### src/rtl/vic_pkg.sv
package vic_pkg;
    localparam int BUS_AW = 8;

    localparam logic [BUS_AW-1:0] A_ACK_READ = 8'h40;
    localparam logic [BUS_AW-1:0] A_IN_SVC   = 8'h42;
    localparam logic [BUS_AW-1:0] A_PENDING  = 8'h43;
    localparam logic [BUS_AW-1:0] A_MASK     = 8'h44;
    localparam logic [BUS_AW-1:0] A_EN_CMD   = 8'h48;
    localparam logic [BUS_AW-1:0] A_DIS_CMD  = 8'h49;
    localparam logic [BUS_AW-1:0] A_CLR_CMD  = 8'h4A;
    localparam logic [BUS_AW-1:0] A_SET_CMD  = 8'h4B;
    localparam logic [BUS_AW-1:0] A_EOI      = 8'h4C;
    localparam logic [BUS_AW-1:0] A_SPUR     = 8'h4D;

    localparam int MODE_TRIG_LSB = 5;

    // bit 0 selects edge, bit 1 selects the active polarity
    typedef enum logic [1:0] {
        TRIG_LEVEL_LOW  = 2'd0,
        TRIG_EDGE_FALL  = 2'd1,
        TRIG_LEVEL_HIGH = 2'd2,
        TRIG_EDGE_RISE  = 2'd3
    } trig_e;
endpackage

### src/rtl/vic_src_pend.sv
module vic_src_pend #(
    parameter int NUM_SRC = 32
) (
    input  logic                    clk,
    input  logic                    rst_n,
    input  logic [NUM_SRC-1:0]      line_i,
    input  logic [NUM_SRC-1:0][1:0] trig_i,
    input  logic [NUM_SRC-1:0]      set_i,
    input  logic [NUM_SRC-1:0]      clr_i,
    input  logic [NUM_SRC-1:0]      ack_i,
    output logic [NUM_SRC-1:0]      pend_o
);
    typedef struct packed {
        logic [NUM_SRC-1:0] latch;
        logic [NUM_SRC-1:0] prev;
    } pend_st_t;

    pend_st_t st_d, st_q;
    logic [NUM_SRC-1:0] is_edge, edge_hit, lvl_hit;

    for (genvar g = 0; g < NUM_SRC; g++) begin : g_src
        assign is_edge[g]  = trig_i[g][0];
        assign lvl_hit[g]  = ~is_edge[g] & (trig_i[g][1] ? line_i[g] : ~line_i[g]);
        assign edge_hit[g] = is_edge[g] & (trig_i[g][1] ? (line_i[g] & ~st_q.prev[g])
                                                        : (~line_i[g] & st_q.prev[g]));
    end

    always_comb begin
        st_d       = st_q;
        st_d.prev  = line_i;
        st_d.latch = (st_q.latch & ~clr_i & ~ack_i) | set_i | edge_hit;
    end

    always_ff @(posedge clk) begin
        if (!rst_n) st_q <= '0;
        else        st_q <= st_d;
    end

    assign pend_o = st_q.latch | lvl_hit;

    // an acknowledged edge source drops its latch unless re-armed that cycle
    assert_ack_clears_R4: assert property (@(posedge clk) disable iff (!rst_n)
        (|(ack_i & is_edge)) |=> ((st_q.latch & $past(ack_i & is_edge & ~set_i & ~edge_hit)) == '0));
endmodule

### src/rtl/vic_arb.sv
module vic_arb #(
    parameter int NUM_SRC = 32,
    parameter int PRIO_W  = 3,
    parameter int IDX_W   = $clog2(NUM_SRC)
) (
    input  logic [NUM_SRC-1:0]             req_i,
    input  logic [NUM_SRC-1:0][PRIO_W-1:0] prio_i,
    output logic                           valid_o,
    output logic [IDX_W-1:0]               idx_o,
    output logic [PRIO_W-1:0]              prio_o
);
    logic              v;
    logic [IDX_W-1:0]  ix;
    logic [PRIO_W-1:0] px;

    // downward scan with >= leaves the lowest index on ties
    always_comb begin
        v  = 1'b0;
        ix = '0;
        px = '0;
        for (int i = NUM_SRC - 1; i >= 0; i--) begin
            if (req_i[i] && (!v || prio_i[i] >= px)) begin
                v  = 1'b1;
                ix = IDX_W'(i);
                px = prio_i[i];
            end
        end
    end

    assign valid_o = v;
    assign idx_o   = ix;
    assign prio_o  = px;
endmodule

### src/rtl/vic_nest.sv
module vic_nest #(
    parameter int DEPTH  = 8,
    parameter int PRIO_W = 3,
    parameter int IDX_W  = 5,
    parameter int CNT_W  = $clog2(DEPTH + 1)
) (
    input  logic              clk,
    input  logic              rst_n,
    input  logic              push_i,
    input  logic [PRIO_W-1:0] push_prio_i,
    input  logic [IDX_W-1:0]  push_src_i,
    input  logic              pop_i,
    output logic              empty_o,
    output logic [PRIO_W-1:0] top_prio_o,
    output logic [IDX_W-1:0]  top_src_o,
    output logic [CNT_W-1:0]  count_o
);
    localparam int PTR_W = $clog2(DEPTH);

    typedef struct packed {
        logic [DEPTH-1:0][PRIO_W-1:0] prio;
        logic [DEPTH-1:0][IDX_W-1:0]  src;
        logic [CNT_W-1:0]             cnt;
    } nest_st_t;

    nest_st_t st_d, st_q;
    logic [PTR_W-1:0] wr_ptr, top_ptr;

    assign wr_ptr  = PTR_W'(st_q.cnt);
    assign top_ptr = PTR_W'(st_q.cnt - 1'b1);

    always_comb begin
        st_d = st_q;
        if (push_i && st_q.cnt < CNT_W'(DEPTH)) begin
            st_d.prio[wr_ptr] = push_prio_i;
            st_d.src[wr_ptr]  = push_src_i;
            st_d.cnt          = st_q.cnt + 1'b1;
        end else if (pop_i && st_q.cnt != '0) begin
            st_d.cnt = st_q.cnt - 1'b1;
        end
    end

    always_ff @(posedge clk) begin
        if (!rst_n) st_q <= '0;
        else        st_q <= st_d;
    end

    assign empty_o    = (st_q.cnt == '0);
    assign top_prio_o = empty_o ? '0 : st_q.prio[top_ptr];
    assign top_src_o  = empty_o ? '0 : st_q.src[top_ptr];
    assign count_o    = st_q.cnt;

    assert_no_overflow_R8: assert property (@(posedge clk) disable iff (!rst_n)
        push_i |-> (count_o < CNT_W'(DEPTH)));

    assert_push_top_R8: assert property (@(posedge clk) disable iff (!rst_n)
        push_i |=> (top_src_o == $past(push_src_i) && top_prio_o == $past(push_prio_i)));

    assert_pop_step_R9: assert property (@(posedge clk) disable iff (!rst_n)
        (pop_i && !empty_o) |=> (count_o == $past(count_o) - 1'b1));
endmodule

### src/rtl/vec_irq_ctrl.sv
module vec_irq_ctrl
    import vic_pkg::*;
#(
    parameter int NUM_SRC = 32,
    parameter int DATA_W  = 32,
    parameter int PRIO_W  = 3,
    parameter int DEPTH   = 8
) (
    input  logic               clk,
    input  logic               rst_n,
    input  logic [NUM_SRC-1:0] irq_line,
    input  logic               bus_sel,
    input  logic               bus_we,
    input  logic [BUS_AW-1:0]  bus_addr,
    input  logic [DATA_W-1:0]  bus_wdata,
    output logic [DATA_W-1:0]  bus_rdata,
    output logic               irq_n
);
    localparam int IDX_W = $clog2(NUM_SRC);
    localparam int CNT_W = $clog2(DEPTH + 1);
    localparam logic [BUS_AW-1:0] VEC_BASE = BUS_AW'(NUM_SRC);
    localparam logic [BUS_AW-1:0] VEC_END  = BUS_AW'(2 * NUM_SRC);

    typedef struct packed {
        logic [NUM_SRC-1:0][PRIO_W-1:0] prio;
        logic [NUM_SRC-1:0][1:0]        trig;
        logic [NUM_SRC-1:0][DATA_W-1:0] vec;
        logic [NUM_SRC-1:0]             mask;
        logic [DATA_W-1:0]              spur;
        logic [DATA_W-1:0]              rdata;
    } ctl_st_t;

    ctl_st_t st_d, st_q;

    logic               wr_cyc, rd_cyc, ack_rd, take, pop, irq_ok;
    logic               mode_hit, vec_hit;
    logic [IDX_W-1:0]   mode_idx, vec_idx;
    logic [NUM_SRC-1:0] set_cmd, clr_cmd, ack_vec, pend, req;
    logic               arb_valid;
    logic [IDX_W-1:0]   arb_idx;
    logic [PRIO_W-1:0]  arb_prio;
    logic               stk_empty;
    logic [PRIO_W-1:0]  stk_prio;
    logic [IDX_W-1:0]   stk_src;
    logic [CNT_W-1:0]   stk_cnt;

    // bus decode
    assign wr_cyc   = bus_sel & bus_we;
    assign rd_cyc   = bus_sel & ~bus_we;
    assign mode_hit = (bus_addr < VEC_BASE);
    assign vec_hit  = (bus_addr >= VEC_BASE) && (bus_addr < VEC_END);
    assign mode_idx = IDX_W'(bus_addr);
    assign vec_idx  = IDX_W'(bus_addr - VEC_BASE);
    assign ack_rd   = rd_cyc && (bus_addr == A_ACK_READ);
    assign pop      = wr_cyc && (bus_addr == A_EOI);
    assign set_cmd  = (wr_cyc && bus_addr == A_SET_CMD) ? NUM_SRC'(bus_wdata) : '0;
    assign clr_cmd  = (wr_cyc && bus_addr == A_CLR_CMD) ? NUM_SRC'(bus_wdata) : '0;

    // arbitration against the nesting level
    assign req     = pend & st_q.mask;
    assign irq_ok  = arb_valid && (stk_empty || arb_prio > stk_prio);
    assign take    = ack_rd && irq_ok;
    assign ack_vec = take ? (NUM_SRC'(1) << arb_idx) : '0;
    assign irq_n   = ~irq_ok;

    vic_src_pend #(.NUM_SRC(NUM_SRC)) u_pend (
        .clk    (clk),
        .rst_n  (rst_n),
        .line_i (irq_line),
        .trig_i (st_q.trig),
        .set_i  (set_cmd),
        .clr_i  (clr_cmd),
        .ack_i  (ack_vec),
        .pend_o (pend)
    );

    vic_arb #(.NUM_SRC(NUM_SRC), .PRIO_W(PRIO_W), .IDX_W(IDX_W)) u_arb (
        .req_i   (req),
        .prio_i  (st_q.prio),
        .valid_o (arb_valid),
        .idx_o   (arb_idx),
        .prio_o  (arb_prio)
    );

    vic_nest #(.DEPTH(DEPTH), .PRIO_W(PRIO_W), .IDX_W(IDX_W), .CNT_W(CNT_W)) u_nest (
        .clk         (clk),
        .rst_n       (rst_n),
        .push_i      (take),
        .push_prio_i (arb_prio),
        .push_src_i  (arb_idx),
        .pop_i       (pop),
        .empty_o     (stk_empty),
        .top_prio_o  (stk_prio),
        .top_src_o   (stk_src),
        .count_o     (stk_cnt)
    );

    always_comb begin
        st_d = st_q;
        if (wr_cyc) begin
            if (mode_hit) begin
                st_d.prio[mode_idx] = bus_wdata[PRIO_W-1:0];
                st_d.trig[mode_idx] = bus_wdata[MODE_TRIG_LSB +: 2];
            end
            if (vec_hit)
                st_d.vec[vec_idx] = bus_wdata;
            if (bus_addr == A_EN_CMD)
                st_d.mask = st_q.mask | NUM_SRC'(bus_wdata);
            if (bus_addr == A_DIS_CMD)
                st_d.mask = st_q.mask & ~NUM_SRC'(bus_wdata);
            if (bus_addr == A_SPUR)
                st_d.spur = bus_wdata;
        end
        if (rd_cyc) begin
            st_d.rdata = '0;
            if (mode_hit) begin
                st_d.rdata[PRIO_W-1:0]          = st_q.prio[mode_idx];
                st_d.rdata[MODE_TRIG_LSB +: 2]  = st_q.trig[mode_idx];
            end else if (vec_hit) begin
                st_d.rdata = st_q.vec[vec_idx];
            end else begin
                case (bus_addr)
                    A_ACK_READ: st_d.rdata = take ? st_q.vec[arb_idx] : st_q.spur;
                    A_IN_SVC:   st_d.rdata = DATA_W'(stk_src);
                    A_PENDING:  st_d.rdata = DATA_W'(pend);
                    A_MASK:     st_d.rdata = DATA_W'(st_q.mask);
                    A_SPUR:     st_d.rdata = st_q.spur;
                    default:    st_d.rdata = '0;
                endcase
            end
        end
    end

    always_ff @(posedge clk) begin
        if (!rst_n) st_q <= '0;
        else        st_q <= st_d;
    end

    assign bus_rdata = st_q.rdata;

    assert_idle_high_R7: assert property (@(posedge clk) disable iff (!rst_n)
        (req == '0) |-> irq_n);

    assert_win_requests_R6: assert property (@(posedge clk) disable iff (!rst_n)
        arb_valid |-> req[arb_idx]);

    assert_mask_set_R2: assert property (@(posedge clk) disable iff (!rst_n)
        (wr_cyc && bus_addr == A_EN_CMD) |=>
            ((st_q.mask & $past(NUM_SRC'(bus_wdata))) == $past(NUM_SRC'(bus_wdata))));

    assert_mask_clear_R2: assert property (@(posedge clk) disable iff (!rst_n)
        (wr_cyc && bus_addr == A_DIS_CMD) |=> ((st_q.mask & $past(NUM_SRC'(bus_wdata))) == '0));

    assert_spurious_read_R10: assert property (@(posedge clk) disable iff (!rst_n)
        (ack_rd && irq_n) |=> (bus_rdata == $past(st_q.spur) && stk_cnt == $past(stk_cnt)));
endmodule

### config.mk
export PLATFORM = sky130hd
export DESIGN_NAME = vec_irq_ctrl
export DESIGN_NICKNAME = d
export VERILOG_FILES = /design/src/rtl/vic_pkg.sv /design/src/rtl/vic_src_pend.sv /design/src/rtl/vic_arb.sv /design/src/rtl/vic_nest.sv /design/src/rtl/vec_irq_ctrl.sv
export SDC_FILE = /design/constraint.sdc
export NUM_CORES = 2
export LEC_CHECK = 0
export CAP_MARGIN = 10
export CORE_AREA = 2 2 414 416
export DETAILED_ROUTE_END_ITERATION = 7
export DIE_AREA = 0 0 416 418
export SYNTH_ARGS = -nofsm -noshare
export SYNTH_HDL_FRONTEND = slang
export SYNTH_SLANG_ARGS = --single-unit
### constraint.sdc
create_clock -name clk -period 100.1 [get_ports clk]
set_clock_uncertainty 0.05 [all_clocks]
set_input_delay 20.02 -clock clk [delete_from_list [all_inputs] [get_ports clk]]
set_output_delay 20.02 -clock clk [all_outputs]
set_load 0.1 [all_outputs]
==> run_results.csv <==
group,metric,value,unit
floorplan,die_width,416,um
cells_and_area,syn_to_final_growth,9.961,%
worst_setup_path,endpoint_kind,"primary output",
clock_tree,postCtsSetupRepairBufs,0,
clock_tree,numCtsBuffers,160,
cells_and_area,final_cell_mix,"nand2_1, a21oi_1, dfxtp_1",
logic_synthesis,ys_warn_count,0,
routing,ant_nets,0,
cells_and_area,final_common_cell,"nand2_1",
placement,place_congestion,0.9589,
logic_synthesis,synth-xor-area-share,0.1484,%
power_and_ir_drop,p_total,1.256,mW
grt,grt_overflow,0,
worst_setup_path,crit_path_max_incr_delay,1.13,ns
routing,dr.pass1.iters,7,
clock_tree,clkTransAtPathRegs,0.05,ns
cells_and_area,final_nets,9433,
logic_synthesis,synth-edff-count,0,
logic_synthesis,ys_types,99,
logic_synthesis,synth_cells,9734,
floorplan,start_util,44.87,%
routing,first_iter_violations,13130,
clock_tree,hold_buffers,0,
floorplan,fp.dieH,418,um
outcome,status,"finished with violations",
placement,hpwl,218100,um
worst_setup_path,critPathTopFamily,"compound AO/OA/AOI/OAI gates",
worst_setup_path,cp.required,80.03,ns
worst_setup_path,cp.arrival,71.39,ns
placement,place_area,0.07792,mm2
clock_tree,h-tree-depth,4,
routing,post_drt_wl_per_cell,31.73,um
sta,finalCritPeriodShare,91.37,%
placement,io_buffers,108,
worst_setup_path,path_buf_inv,7,
logic_synthesis,synth_seq_cells,1412,
sta,period_minus_slack,91.46,ns
routing,wirelength,369700,um
clock_tree,cts_num_sinks,1412,
sta,tns,0,ns
grt,grt_pass1_wl,521000,um
worst_setup_path,cp_max_fo,12,
logic_synthesis,syn_avg_cell_area,7.794,um2
logic_synthesis,async_reset_ff_share,0,%
clock_tree,clock-root-buffer,"clkbuf_16",
grt,grtUsageTotal,41.03,%
grt,grt_max_degree,181,
logic_synthesis,synth.mux.area_fraction,14.24,%
sta,max_freq,10.93,MHz
logic_synthesis,yosysSeqAreaShare,37.26,%
grt,grt_pass1_vias,72420,
logic_synthesis,yosys.area_share.simple,21.75,%
sta,setup_violations,0,
placement,preCtsSetupSlack,9.528,ns
logic_synthesis,syn_area,0.07587,mm2
sta,hold_viol_final,0,
sta,worst_pin_slew,1.633,ns
grt,antenna_found_initial,43,
worst_setup_path,worstSetupPathType,"in2out",
cells_and_area,drive_gt1_share,11.47,%
worst_setup_path,crit_slowest_cell,"clkdlybuf4s50_1",
logic_synthesis,syn-num-nets,9884,
cells_and_area,final_area,0.08342,mm2
power_and_ir_drop,p_per_area,15.05,mW/mm2
power_and_ir_drop,max-vdd-ir-drop,19.13,uV
outcome,violations,"design-rule violations, max-slew violations",
worst_setup_path,r2r_slack,46.61,ns
power_and_ir_drop,p_leak,26.93,nW
clock_tree,clockBufferDepth,3,
routing,via_per_inst,6.744,
clock_tree,clk_latency,0.83,ns
worst_setup_path,cpMostUsedCell,"ha_1",
worst_setup_path,worst_setup_path_start_kind,"primary input",
clock_tree,ctsResizeCount,0,
run,cap_violations,0,
routing,remaining_drc_errors,8,
routing,dr_total_vias,78590,
logic_synthesis,synth_compound_area_share,20.14,%
hold_path,hp-class,"reg2reg",
floorplan,die-area,0.1739,mm2
sta,slew_violations,1,
sta,rsz0062_at_grt,"no",
floorplan,coreArea,0.1691,mm2
sta,fin_ws,8.641,ns
logic_synthesis,ys.flop_type,"dfxtp_1",
floorplan,std_cell_rows,151,
logic_synthesis,synth_top_family_by_area,"simple AND/OR/NAND/NOR gates",
floorplan,boundaryPins,109,
clock_tree,cts_tree,"built",
sta,max_slew_margin,-8.838,%
logic_synthesis,synthAdderAreaFrac,1.260,%
==> layout make-up <==
cell class	instances	area [um2]
Clock inverter	49	648.1
Fill cell	16310	85670
Sequential cell	1412	28270
Antenna cell	25	62.56
Inverter	76	292.8
Timing Repair Buffer	289	2369
Tap cell	2218	2775
Clock buffer	241	4782
Multi-Input combinational cell	7344	44230
==> state kept, by name, summed over array words and instances (netlist names), named ones only <==
name and cells:
u_nest.st_q 64, u_pend.st_q 64, st_q 1216, u_nest.count_o 4, bus_rdata 32
==> power by group <==
part	switching (mW)	total, mW	internal [mW]
registers	0.000968	0.564	0.563
logic	0.0549	0.0705	0.0157
clock network	0.260	0.621	0.361
==> metrics by stage <==
step | hold slack, ns | utilization [%] | std cells
after floorplan | 0.3787 | - | 9734
after detailed placement | 0.3913 | 46.08 | 11340
after global routing | 0.4094 | 49.31 | 11640
after CTS | 0.3978 | 49.29 | 11630
final | 0.3987 | 49.34 | 11650
after global placement | 0.3855 | 46.08 | 11340
==> worst min-delay path, cell delays in order, from the launching register on <==
cell and delay [ns]:
dfxtp_1 0.30, nand2_1 0.05, a21oi_1 0.05
==> synthesized netlist by cell type, types with 63 or more instances <==
library cell,count,share of area (%)
buf_1,100,0.49
a31oi_1,103,0.85
nand3_1,176,1.2
nor3_1,68,0.45
a21oi_1,1500,9.9
ha_1,74,1.2
o211ai_1,80,0.79
inv_1,75,0.37
o21ai_0,325,2.1
clkbuf_1,674,3.3
dfxtp_1,1412,37
and2_1,100,0.82
mux4_2,390,12
mux2i_1,144,1.9
nor2_1,356,1.8
a211oi_1,89,0.88
buf_2,80,0.53
nand2_1,3128,15
a22oi_1,63,0.62
==> layer usage <==
| layer | part of all wire, % | up-vias | GRT usage, % |
|---|---|---|---|
| met5 | 0.062 | - | 0 |
| met4 | 8.7 | 34 | 30.45 |
| met3 | 15 | 1724 | 14.31 |
| met2 | 41 | 6151 | 58.29 |
| met1 | 36 | 37590 | 51.19 |
| li1 | - | 33090 | - |
==> path summary, 6_finish.rpt <==
kind	from	end	cells past startpoint
worst max register to register	st_q[1183]	bus_rdata[5]	221
worst min-delay path	u_nest.st_q[17]	u_nest.st_q[17]	2
worst max-delay path	irq_line[31]	irq_n	216
worst min register to register	u_nest.st_q[17]	u_nest.st_q[17]	2
==> cells by family after synthesis <==
kind of cell	Yosys count
mux	585
fa+ha+maj	77
compound gates	2606
flops	1412
simple gates	4064
buf+inv	978
xor+xnor	12
(Power assumes the default switching activity.)
